==> config.mk <==
export PLATFORM = sky130hd
export DESIGN_NAME = pex_i2c_target
export DESIGN_NICKNAME = d
export VERILOG_FILES = /design/src/rtl/pex_pkg.sv /design/src/rtl/pex_line_sync.sv /design/src/rtl/pex_addr_match.sv /design/src/rtl/pex_bus_engine.sv /design/src/rtl/pex_i2c_target.sv
export SDC_FILE = /design/constraint.sdc
export NUM_CORES = 1
export LEC_CHECK = 0
export ABC_CLOCK_PERIOD_IN_PS = 2150
export CORE_MARGIN = 3
export CORE_UTILIZATION = 55
export DETAILED_ROUTE_END_ITERATION = 8
export DONT_BUFFER_PORTS = 1
export PLACE_DENSITY = 0.74
export SLEW_MARGIN = 20
export SYNTH_ARGS = -nofsm -noshare
export SYNTH_HDL_FRONTEND = slang
export SYNTH_SLANG_ARGS = --single-unit
==> constraint.sdc <==
create_clock -name clk -period 2.15 [get_ports clk]
set_input_delay 0.3225 -clock clk [delete_from_list [all_inputs] [get_ports clk]]
set_output_delay 0.3225 -clock clk [all_outputs]
set_load 0.01 [all_outputs]
==> src/rtl/pex_pkg.sv <==
package pex_pkg;
   typedef enum logic [2:0] {
      PX_IDLE,
      PX_ADDR,
      PX_AACK,
      PX_WBIT,
      PX_WACK,
      PX_RBIT,
      PX_RACK
   } px_state_t;

   localparam logic [3:0] PX_FAM_BASE = 4'b0100;
   localparam logic [3:0] PX_FAM_ALT  = 4'b0111;
endpackage

==> src/rtl/pex_line_sync.sv <==
module pex_line_sync #(
   parameter int STAGES = 2
) (
   input  logic clk,
   input  logic rst_n,
   input  logic line_i,
   output logic lvl_o,
   output logic rise_o,
   output logic fall_o
);
   logic [STAGES-1:0] pipe_q;
   logic              prev_q;

   if (STAGES < 2) begin : g_bad_stages
      $error("pex_line_sync: STAGES must be at least 2");
   end

   always_ff @(posedge clk) begin
      if (!rst_n) begin
         pipe_q <= '1;
         prev_q <= 1'b1;
      end else begin
         pipe_q <= {pipe_q[STAGES-2:0], line_i};
         prev_q <= pipe_q[STAGES-1];
      end
   end

   assign lvl_o  = pipe_q[STAGES-1];
   assign rise_o = lvl_o & ~prev_q;
   assign fall_o = ~lvl_o & prev_q;
endmodule

==> src/rtl/pex_addr_match.sv <==
module pex_addr_match #(
   parameter bit ALT_FAMILY = 1'b0
) (
   input  logic [6:0] rx_addr_i,
   input  logic [2:0] strap_i,
   output logic       hit_o
);
   import pex_pkg::*;
   logic [3:0] fam;

   if (ALT_FAMILY) begin : g_alt
      assign fam = PX_FAM_ALT;
   end else begin : g_base
      assign fam = PX_FAM_BASE;
   end

   assign hit_o = (rx_addr_i == {fam, strap_i});
endmodule

==> src/rtl/pex_bus_engine.sv <==
module pex_bus_engine #(
   parameter int DATA_W = 8
) (
   input  logic              clk,
   input  logic              rst_n,
   input  logic              scl_rise_i,
   input  logic              scl_fall_i,
   input  logic              sda_lvl_i,
   input  logic              start_i,
   input  logic              stop_i,
   input  logic              hit_i,
   input  logic [DATA_W-1:0] port_in_i,
   output logic [6:0]        rx_addr_o,
   output logic              sda_oe_o,
   output logic [DATA_W-1:0] port_out_o,
   output logic [DATA_W-1:0] capture_o,
   output logic              addr_ack_o,
   output logic              data_ack_o,
   output logic              capture_p_o,
   output logic              update_p_o,
   output logic              rd_xfer_o
);
   import pex_pkg::*;
   localparam int CNT_W = $clog2(DATA_W + 1);
   localparam logic [CNT_W-1:0] LAST = CNT_W'(DATA_W);

   px_state_t         st_q;
   logic [CNT_W-1:0]  cnt_q;
   logic [DATA_W-1:0] sh_q;
   logic              rw_q;
   logic              more_q;

   always_ff @(posedge clk) begin
      if (!rst_n) begin
         st_q        <= PX_IDLE;
         cnt_q       <= '0;
         sh_q        <= '0;
         rw_q        <= 1'b0;
         more_q      <= 1'b0;
         sda_oe_o    <= 1'b0;
         port_out_o  <= '1;
         capture_o   <= '0;
         addr_ack_o  <= 1'b0;
         data_ack_o  <= 1'b0;
         capture_p_o <= 1'b0;
         update_p_o  <= 1'b0;
      end else begin
         addr_ack_o  <= 1'b0;
         data_ack_o  <= 1'b0;
         capture_p_o <= 1'b0;
         update_p_o  <= 1'b0;
         if (start_i) begin
            st_q     <= PX_ADDR;
            cnt_q    <= '0;
            sda_oe_o <= 1'b0;
         end else if (stop_i) begin
            st_q     <= PX_IDLE;
            sda_oe_o <= 1'b0;
         end else begin
            case (st_q)
               PX_ADDR: begin
                  if (scl_rise_i && cnt_q != LAST) begin
                     sh_q  <= {sh_q[DATA_W-2:0], sda_lvl_i};
                     cnt_q <= cnt_q + 1'b1;
                  end else if (scl_fall_i && cnt_q == LAST) begin
                     if (hit_i) begin
                        rw_q     <= sh_q[0];
                        sda_oe_o <= 1'b1;
                        st_q     <= PX_AACK;
                     end else begin
                        st_q <= PX_IDLE;
                     end
                  end
               end
               PX_AACK: begin
                  if (scl_rise_i) begin
                     addr_ack_o <= 1'b1;
                     if (rw_q) begin
                        capture_o   <= port_in_i;
                        capture_p_o <= 1'b1;
                     end
                  end else if (scl_fall_i) begin
                     cnt_q <= '0;
                     if (rw_q) begin
                        sh_q     <= capture_o;
                        sda_oe_o <= ~capture_o[DATA_W-1];
                        st_q     <= PX_RBIT;
                     end else begin
                        sda_oe_o <= 1'b0;
                        st_q     <= PX_WBIT;
                     end
                  end
               end
               PX_WBIT: begin
                  if (scl_rise_i && cnt_q != LAST) begin
                     sh_q  <= {sh_q[DATA_W-2:0], sda_lvl_i};
                     cnt_q <= cnt_q + 1'b1;
                  end else if (scl_fall_i && cnt_q == LAST) begin
                     sda_oe_o <= 1'b1;
                     st_q     <= PX_WACK;
                  end
               end
               PX_WACK: begin
                  if (scl_rise_i) begin
                     port_out_o <= sh_q;
                     update_p_o <= 1'b1;
                     data_ack_o <= 1'b1;
                  end else if (scl_fall_i) begin
                     sda_oe_o <= 1'b0;
                     cnt_q    <= '0;
                     st_q     <= PX_WBIT;
                  end
               end
               PX_RBIT: begin
                  if (scl_rise_i) begin
                     cnt_q <= cnt_q + 1'b1;
                  end else if (scl_fall_i) begin
                     if (cnt_q == LAST) begin
                        sda_oe_o <= 1'b0;
                        st_q     <= PX_RACK;
                     end else begin
                        sh_q     <= {sh_q[DATA_W-2:0], 1'b0};
                        sda_oe_o <= ~sh_q[DATA_W-2];
                     end
                  end
               end
               PX_RACK: begin
                  if (scl_rise_i) begin
                     data_ack_o <= 1'b1;
                     more_q     <= ~sda_lvl_i;
                     if (!sda_lvl_i) begin
                        capture_o   <= port_in_i;
                        capture_p_o <= 1'b1;
                     end
                  end else if (scl_fall_i) begin
                     if (more_q) begin
                        sh_q     <= capture_o;
                        sda_oe_o <= ~capture_o[DATA_W-1];
                        cnt_q    <= '0;
                        st_q     <= PX_RBIT;
                     end else begin
                        st_q <= PX_IDLE;
                     end
                  end
               end
               default: st_q <= PX_IDLE;
            endcase
         end
      end
   end

   assign rx_addr_o = sh_q[DATA_W-1:1];
   assign rd_xfer_o = rw_q && (st_q != PX_IDLE) && (st_q != PX_ADDR);

   assert_oe_edges_R10: assert property (@(posedge clk) disable iff (!rst_n)
      !$stable(sda_oe_o) |-> $past(scl_fall_i || start_i || stop_i))
      else $error("SDA enable moved without SCL fall or bus condition");

   assert_latch_strobe_R3: assert property (@(posedge clk) disable iff (!rst_n)
      !$stable(port_out_o) |-> update_p_o)
      else $error("port latch changed without update strobe");

   assert_capture_strobe_R4: assert property (@(posedge clk) disable iff (!rst_n)
      !$stable(capture_o) |-> capture_p_o)
      else $error("capture changed without capture strobe");

   assert_ack_exclusive_R8: assert property (@(posedge clk) disable iff (!rst_n)
      $onehot0({addr_ack_o, data_ack_o}))
      else $error("address and data ack strobes together");

   assert_update_on_rise_R3: assert property (@(posedge clk) disable iff (!rst_n)
      update_p_o |-> $past(scl_rise_i))
      else $error("port update away from SCL rise");
endmodule

==> src/rtl/pex_i2c_target.sv <==
module pex_i2c_target #(
   parameter int DATA_W      = 8,
   parameter bit ALT_FAMILY  = 1'b0,
   parameter int SYNC_STAGES = 2
) (
   input  logic              clk,
   input  logic              rst_n,
   input  logic              scl_i,
   input  logic              sda_i,
   output logic              sda_oe_o,
   input  logic [2:0]        strap_i,
   input  logic [DATA_W-1:0] port_in_i,
   output logic [DATA_W-1:0] port_out_o,
   output logic [DATA_W-1:0] capture_o,
   output logic              addr_ack_o,
   output logic              data_ack_o,
   output logic              capture_p_o,
   output logic              update_p_o,
   output logic              rd_xfer_o
);
   logic scl_lvl, scl_rise, scl_fall;
   logic sda_lvl, sda_rise, sda_fall;
   logic start_det, stop_det, hit;
   logic [6:0] rx_addr;

   if (DATA_W != 8) begin : g_bad_width
      $error("pex_i2c_target: bytes on the bus are 8 bits, DATA_W must be 8");
   end

   pex_line_sync #(.STAGES(SYNC_STAGES)) u_scl_sync (
      .clk(clk), .rst_n(rst_n), .line_i(scl_i),
      .lvl_o(scl_lvl), .rise_o(scl_rise), .fall_o(scl_fall));

   pex_line_sync #(.STAGES(SYNC_STAGES)) u_sda_sync (
      .clk(clk), .rst_n(rst_n), .line_i(sda_i),
      .lvl_o(sda_lvl), .rise_o(sda_rise), .fall_o(sda_fall));

   assign start_det = scl_lvl & sda_fall;
   assign stop_det  = scl_lvl & sda_rise;

   pex_addr_match #(.ALT_FAMILY(ALT_FAMILY)) u_match (
      .rx_addr_i(rx_addr), .strap_i(strap_i), .hit_o(hit));

   pex_bus_engine #(.DATA_W(DATA_W)) u_engine (
      .clk(clk), .rst_n(rst_n),
      .scl_rise_i(scl_rise), .scl_fall_i(scl_fall), .sda_lvl_i(sda_lvl),
      .start_i(start_det), .stop_i(stop_det), .hit_i(hit),
      .port_in_i(port_in_i), .rx_addr_o(rx_addr), .sda_oe_o(sda_oe_o),
      .port_out_o(port_out_o), .capture_o(capture_o),
      .addr_ack_o(addr_ack_o), .data_ack_o(data_ack_o),
      .capture_p_o(capture_p_o), .update_p_o(update_p_o),
      .rd_xfer_o(rd_xfer_o));

   assert_no_drive_on_stop_R7: assert property (@(posedge clk) disable iff (!rst_n)
      $past(stop_det) |-> !sda_oe_o)
      else $error("SDA driven right after STOP");
endmodule

==> reports/qor.txt, run 1 <==
Max-Cap Viols: 0
number of distinct library cells after synthesis: 48
CTS Hold Bufs: 0
Worst setup EP type: flop
residual DRC count: 0
min cycle time layout: 1.92 ns
final hold violations: 0
VDD IR max: 630 uV
GP Congestion: 0.979
post_cts resized: 0
final antenna-violating net count: 0
synthesized instance count: 238
Finished Core Util: 63.4%
Antenna Cells: 0
Syn Nets: 255
Initial Util: 58.3%
Gate power share: 34.2%
worst slew pin tran: 0.565 ns
Row Count: 22
Initial DRC Count: 152
Worst Setup Start Kind: flop
dominant cell by count in the synthesized netlist: dfxtp_1
antenna violations before repair: 0
core footprint: 3740 um2
Max-slew headroom: 62.2%
RR Startpoint: u_engine.cnt_q[0]$_SDFFE_PP0P_
asr flop ratio synth: 0%
clock power share: 25.5%
hold path startpoint: rst_n
Worst-path clk slew: 0.08 ns
WHS Endpoint: u_engine.port_out_o[7]$_SDFFE_PN1P_
Main synth FF type: dfxtp_1
wire per inst: 15.8 um
Clock Path Buffers: 2
worst r2r dst: u_engine.sh_q[1]$_SDFFE_PN0P_
Die Footprint: 4760 um2
P_int: 1600 uW
die height: 69.0 um
I/O Buffers: 0
critical path class: flop to flop
post-DP HPWL: 3.25 mm
top-level port count: 37
clock skew: 0.00384 ns
net switching power: 838 uW
most frequent cells after synthesis: dfxtp_1, mux2i_1, nand2_1
post-synthesis sequential area ratio: 40.4%
largest net degree at the start of global routing: 47
Post-synth EDFFs: 0
Synth-to-Final Area Change: 8.84%
number of synthesis warnings: 0
RSZ-0062 raised after global routing: no
final wirelength: 4.62 mm
WP data arrival: 2.15 ns
vias per cell: 5.97
Pre-antenna DRT Iters: 4
crit-path max FO: 8
top-area cell type share of the netlist area: 40.4%
Clk Latency, worst-skew pair: 0.30 ns
setup bufs post-CTS: 0
Hold Path Stages: 1
cell taking the most area after synthesis: dfxtp_1
NumNets Final: 261
Sum Neg Setup Slack: 0 ns
share of layout cells above drive strength 1: 10.6%
Die Wd: 69.0 um
setup violators final: 0
first-pass GRT wire length: 7.72 mm
PD cells: 1030 nW/um2
cts bufs inserted: 5
post-route clock period utilization: 89.5%
fmax: 520 MHz
DR vias: 1,748
Seq pwr share: 40.3%
syn avg cell area: 9.16 um2
total grt overflow: 0
R2R cell count: 8
overall routing resource usage: 22.1%
via count of the first global-routing pass: 1,604
status: finished, final reports clean
FF+latch count, synth: 44
clk sinks: 44
worst min path class: input pin to flop
R2R setup slack: 0.23 ns
switching share of total power: 34.3%
CP Data Required Time: 2.38 ns
main area contributors after synthesis: dfxtp_1, mux2i_1, nand2b_1
P_leak: 0.000874 uW
Design Power: 2440 uW
CTS tree: yes
Max Transition Viols Final: 0
Clock Root Buffer: clkbuf_8
Post-Syn Area: 2180 um2
H-tree levels: 2
per-stage QoR:
step                      instance area [um2]  std cells  setup WS [ns]  hold WS [ns]
after global routing                     2370        293         0.0439        0.0648
after CTS                                2370        293          0.229        0.0793
after global placement                   2270        285          0.270         0.389
final                                    2370        293          0.226        0.0877
after detailed placement                 2270        285          0.244         0.391
after floorplan                          2180        238          0.404         0.386
cell usage in the layout, fill, tap and decap left out, types with 2 or more instances in the layout:
| cell | count |
|---|---|
| nand3_1 | 5 |
| o22ai_1 | 2 |
| xor2_1 | 4 |
| nand2_1 | 26 |
| dfxtp_1 | 44 |
| inv_1 | 7 |
| o211ai_1 | 9 |
| buf_4 | 13 |
| mux2i_1 | 27 |
| o41ai_1 | 2 |
| and2_1 | 3 |
| nand2b_1 | 18 |
| o21ai_0 | 11 |
| a21oi_1 | 7 |
| nor2b_1 | 14 |
| clkbuf_8 | 5 |
| nor2_1 | 11 |
| o21a_1 | 2 |
| nor3_1 | 2 |
| or3_1 | 3 |
| a22oi_1 | 2 |
| o311ai_0 | 2 |
| ha_1 | 2 |
worst max-delay path: stages (launching register included):
cell,delay [ns]
dfxtp_1,0.34
inv_1,0.06
ha_1,0.13
and3b_1,0.29
nor2_1,0.07
o22ai_1,0.40
a211o_1,0.17
buf_4,0.19
mux2i_1,0.20
per-layer routing:
metal,part of all wire [%],track usage (%)
met1,46,30.4
met2,43,32.9
met3,9.1,5.83
met4,1.8,8.52
met5,0,0
logic make-up (layout without fill, tap and decap cells):
kind of cell,Yosys count,count (layout),share of synthesized area [%]
buf+inv,21,28,4.53
flops,44,44,40.4
fa+ha+maj,2,2,1.15
mux,27,27,12.4
xor+xnor,4,4,1.61
simple gates,89,89,22.3
compound gates,51,51,17.7
worst max path at each step:
stage / slack, ns / end / start / cells after the start
2_1_floorplan: 0.40 / u_engine.sh_q[0]$_SDFFE_PN0P_ / u_engine.cnt_q[0]$_SDFFE_PP0P_ / 8
3_3_place_gp: 0.27 / u_engine.st_q[1]$_SDFFE_PP0P_ / u_engine.sh_q[6]$_SDFFE_PN0P_ / 5
3_5_place_dp: 0.24 / u_engine.st_q[1]$_SDFFE_PP0P_ / u_engine.sh_q[6]$_SDFFE_PN0P_ / 5
5_1_grt: 0.04 / u_engine.cnt_q[3]$_SDFFE_PP0P_ / u_engine.cnt_q[0]$_SDFFE_PP0P_ / 7
4_1_cts: 0.23 / u_engine.st_q[1]$_SDFFE_PP0P_ / u_engine.sh_q[6]$_SDFFE_PN0P_ / 5
6_report: 0.23 / u_engine.sh_q[1]$_SDFFE_PN0P_ / u_engine.cnt_q[0]$_SDFFE_PP0P_ / 8
sequential cells by signal (all words and copies together) (netlist names):
register and flops:
u_engine.rw_q 1, u_engine.data_ack_o 1, u_scl_sync.prev_q 1, u_engine.sda_oe_o 1, u_engine.sh_q 8, u_engine.st_q 3
u_engine.port_out_o 8, u_engine.addr_ack_o 1, u_engine.update_p_o 1, u_sda_sync.prev_q 1, u_sda_sync.pipe_q 2, u_engine.more_q 1
u_engine.capture_p_o 1, u_engine.cnt_q 4, u_engine.capture_o 8, u_scl_sync.pipe_q 2
power groups by stage:
stage               Clock [uW]  Combinational (uW)  Sequential [uW]
floorplan                    0                 676              960
global placement             0                 819              997
detailed placement           0                 817              999
CTS                        633                 829              980
global route               672                 932              993
finish                     622                 835              984
layout make-up:
cell class                      count  area (um2)
Multi-Input combinational cell    173        1200
Clock inverter                      2        35.0
Fill cell                         324        1370
Tap cell                           48        60.1
Timing Repair Buffer               13        97.6
Clock buffer                        6        72.6
Sequential cell                    44         881
Inverter                            7        26.3
(Power assumes the default switching activity.)
==> inputs of run 2 (changes only) <==
==> constraint.sdc (replaced) <==
create_clock -name clk -period 2.15 [get_ports clk]
set_input_delay 0.215 -clock clk [delete_from_list [all_inputs] [get_ports clk]]
set_output_delay 0.215 -clock clk [all_outputs]
set_load 0.01 [all_outputs]
==> run 2 against run 1 <==
Count of clock-buffer cells in the layout unchanged. Sequential share of layout area decreased by 0.16 points. Utilization increased by 0.27 points. Total power increased by 0.12%. Sequential cell count unchanged. Highest routed layer unchanged. Setup slack improved by 0.0038 ns.
==> reports/qor.txt, run 2 (synthesis results as in run 1) <==
status: finished, final reports clean
Die Footprint: 4760 um2 (unchanged)
Clock Root Buffer: clkbuf_8
Antenna Cells: 0 (unchanged)
PD cells: 1030 nW/um2 (-0.30%)
WHS Endpoint: u_scl_sync.pipe_q[0]$_SDFF_PN1_
commonest cells after routing, fill and taps aside: dfxtp_1, mux2i_1, nand2_1
largest net degree at the start of global routing: 34 (-28%)
final hold violations: 0 (unchanged)
final antenna-violating net count: 0 (unchanged)
CTS tree: yes
post-DP HPWL: 3.25 mm (unchanged)
Clock Path Buffers: 2 (unchanged)
H-tree levels: 2 (unchanged)
Max Transition Viols Final: 0 (unchanged)
Initial Util: 58.3% (unchanged)
NumNets Final: 262 (+0.38%)
worst r2r dst: u_engine.st_q[1]$_SDFFE_PP0P_
cts bufs inserted: 5 (unchanged)
Worst setup EP type: flop
core footprint: 3740 um2 (unchanged)
post-route clock period utilization: 89.3% (-0.18 points)
CP max-delay cell: or4b_4
top-level port count: 37 (unchanged)
via count of the first global-routing pass: 1,633 (+1.8%)
final wirelength: 4.68 mm (+1.2%)
total grt overflow: 0 (unchanged)
Pre-antenna DRT Iters: 4 (unchanged)
Sum Neg Setup Slack: 0 ns (unchanged)
WP data arrival: 2.16 ns (about the same)
Max stage delay on crit path: 0.50 ns (+0.10 ns)
R2R cell count: 5 (-3)
RR Startpoint: u_engine.sh_q[6]$_SDFFE_PN0P_
Worst-path clk slew: 0.08 ns (about the same)
Hold Path Stages: 1 (unchanged)
wire per inst: 15.9 um (+0.85%)
clk sinks: 44 (unchanged)
crit-path cells: or4b_4 -> nor4_4 -> a21oi_1 -> or3_1 -> a21oi_2
die height: 69.0 um (unchanged)
Regs by FF count: u_engine.capture_o: 8 flops, u_engine.port_out_o: 8 flops, u_engine.sh_q: 8 flops
post_cts resized: 0 (unchanged)
Finished Core Util: 63.7% (+0.27 points)
VDD IR max: 630 uV (about the same)
worst min path class: input pin to flop
Worst Setup Start Kind: flop
first-pass GRT wire length: 7.83 mm (+1.4%)
most common cell after layout, fill and taps aside: dfxtp_1
I/O Buffers: 0 (unchanged)
antenna violations before repair: 0 (unchanged)
DR vias: 1,730 (-1.0%)
residual DRC count: 0 (unchanged)
GP Congestion: 0.979 (unchanged)
Max-slew headroom: 62.5% (+0.24 points)
clock skew: 0.00311 ns (-0.000729 ns)
setup violators final: 0 (unchanged)
Max Used Layer: met4
vias per cell: 5.88 (-1.4%)
fillers: 323 (-0.31%)
overall routing resource usage: 22.4% (+0.30 points)
routed wl met3: 373 um (-12%)
min cycle time layout: 1.92 ns (-0.00382 ns)
crit-path max FO: 5 (-3)
Initial DRC Count: 175 (+15%)
Metal-1 WL: 2.15 mm (+1.8%)
P_leak: 0.000878 uW (+0.48%)
Die Wd: 69.0 um (unchanged)
RSZ-0062 raised after global routing: no
critical path class: flop to flop
met2 wire length: 2.08 mm (+3.8%)
Max-Cap Viols: 0 (unchanged)
multi-input combinational cell area: 1200 um2 (unchanged)
Row Count: 22 (unchanged)
area occupied by registers: 881 um2 (unchanged)
hold path startpoint: scl_i
Synth-to-Final Area Change: 9.29%
worst slew pin tran: 0.561 ns (-0.00358 ns)
CP Data Required Time: 2.39 ns (about the same)
Clk Latency, worst-skew pair: 0.30 ns (about the same)
share of layout cells above drive strength 1: 10.6% (-0.043 points)
fmax: 521 MHz (+0.20%)
R2R setup slack: 0.23 ns (about the same)
## run 2: cell types whose count changed in the layout (fill, tap and decap cells not counted)
cell	change
dlygate4sd3_1	+1
## run 2: area by class of cell
class,instances,area share (%)
tap,48,2.52
sequential,44,37.0
clock inverter,2,1.47
timing repair buffer,14,4.51
clock buffer,6,3.04
multi-input combinational,173,50.4
inverter,7,1.10
## run 2: worst max path at each step
stage	slack (ns)	cells after the start	startpoint	end
after detailed placement	0.24	5	u_engine.sh_q[6]$_SDFFE_PN0P_	u_engine.st_q[1]$_SDFFE_PP0P_
final	0.23	5	u_engine.sh_q[6]$_SDFFE_PN0P_	u_engine.st_q[1]$_SDFFE_PP0P_
after CTS	0.23	5	u_engine.sh_q[6]$_SDFFE_PN0P_	u_engine.st_q[1]$_SDFFE_PP0P_
after global routing	0.04	7	u_engine.cnt_q[0]$_SDFFE_PP0P_	u_engine.cnt_q[3]$_SDFFE_PP0P_
after floorplan	0.40	8	u_engine.cnt_q[0]$_SDFFE_PP0P_	u_engine.sh_q[0]$_SDFFE_PN0P_
after global placement	0.27	5	u_engine.sh_q[6]$_SDFFE_PN0P_	u_engine.st_q[1]$_SDFFE_PP0P_
## run 2: through the flow
step / cells / power (uW) / instance area [um2] / setup WS [ns] / hold slack, ns
after global placement: 285 / 1820 / 2270 / 0.270 / 0.282
after global routing: 294 / 2600 / 2380 / 0.0439 / 0.0141
final: 294 / 2440 / 2380 / 0.229 / 0.0225
after floorplan: 238 / 1640 / 2180 / 0.404 / 0.316
after CTS: 294 / 2450 / 2380 / 0.229 / 0.0212
after detailed placement: 285 / 1820 / 2270 / 0.244 / 0.284
## run 2: per-layer routing
layer | up-vias | GRT usage [%]
met5 | - | 0
met4 | 0 | 8.52
met3 | 7 | 6.00
met2 | 68 | 34.2
met1 | 794 | 30.1
li1 | 861 | -
## run 2: worst max-delay path: cells and delay by family, from the launching register on
family | cells | cell delay, ns
simple gates | 3 | 1.19
flops | 1 | 0.43
compound gates | 2 | 0.24
## run 2: what timing repair did
item / 4_1_cts / 5_1_grt
hold buffers: 1 / 0
buffers inserted: 0 / 0
hold endpoints to repair: 14 / 0
## run 2: where the power goes
part | switching [uW] | leakage [uW] | total [uW] | internal, uW
registers | 99.3 | 0.000357 | 983 | 884
logic | 465 | 0.000467 | 840 | 375
clock network | 276 | 0.0000552 | 621 | 345
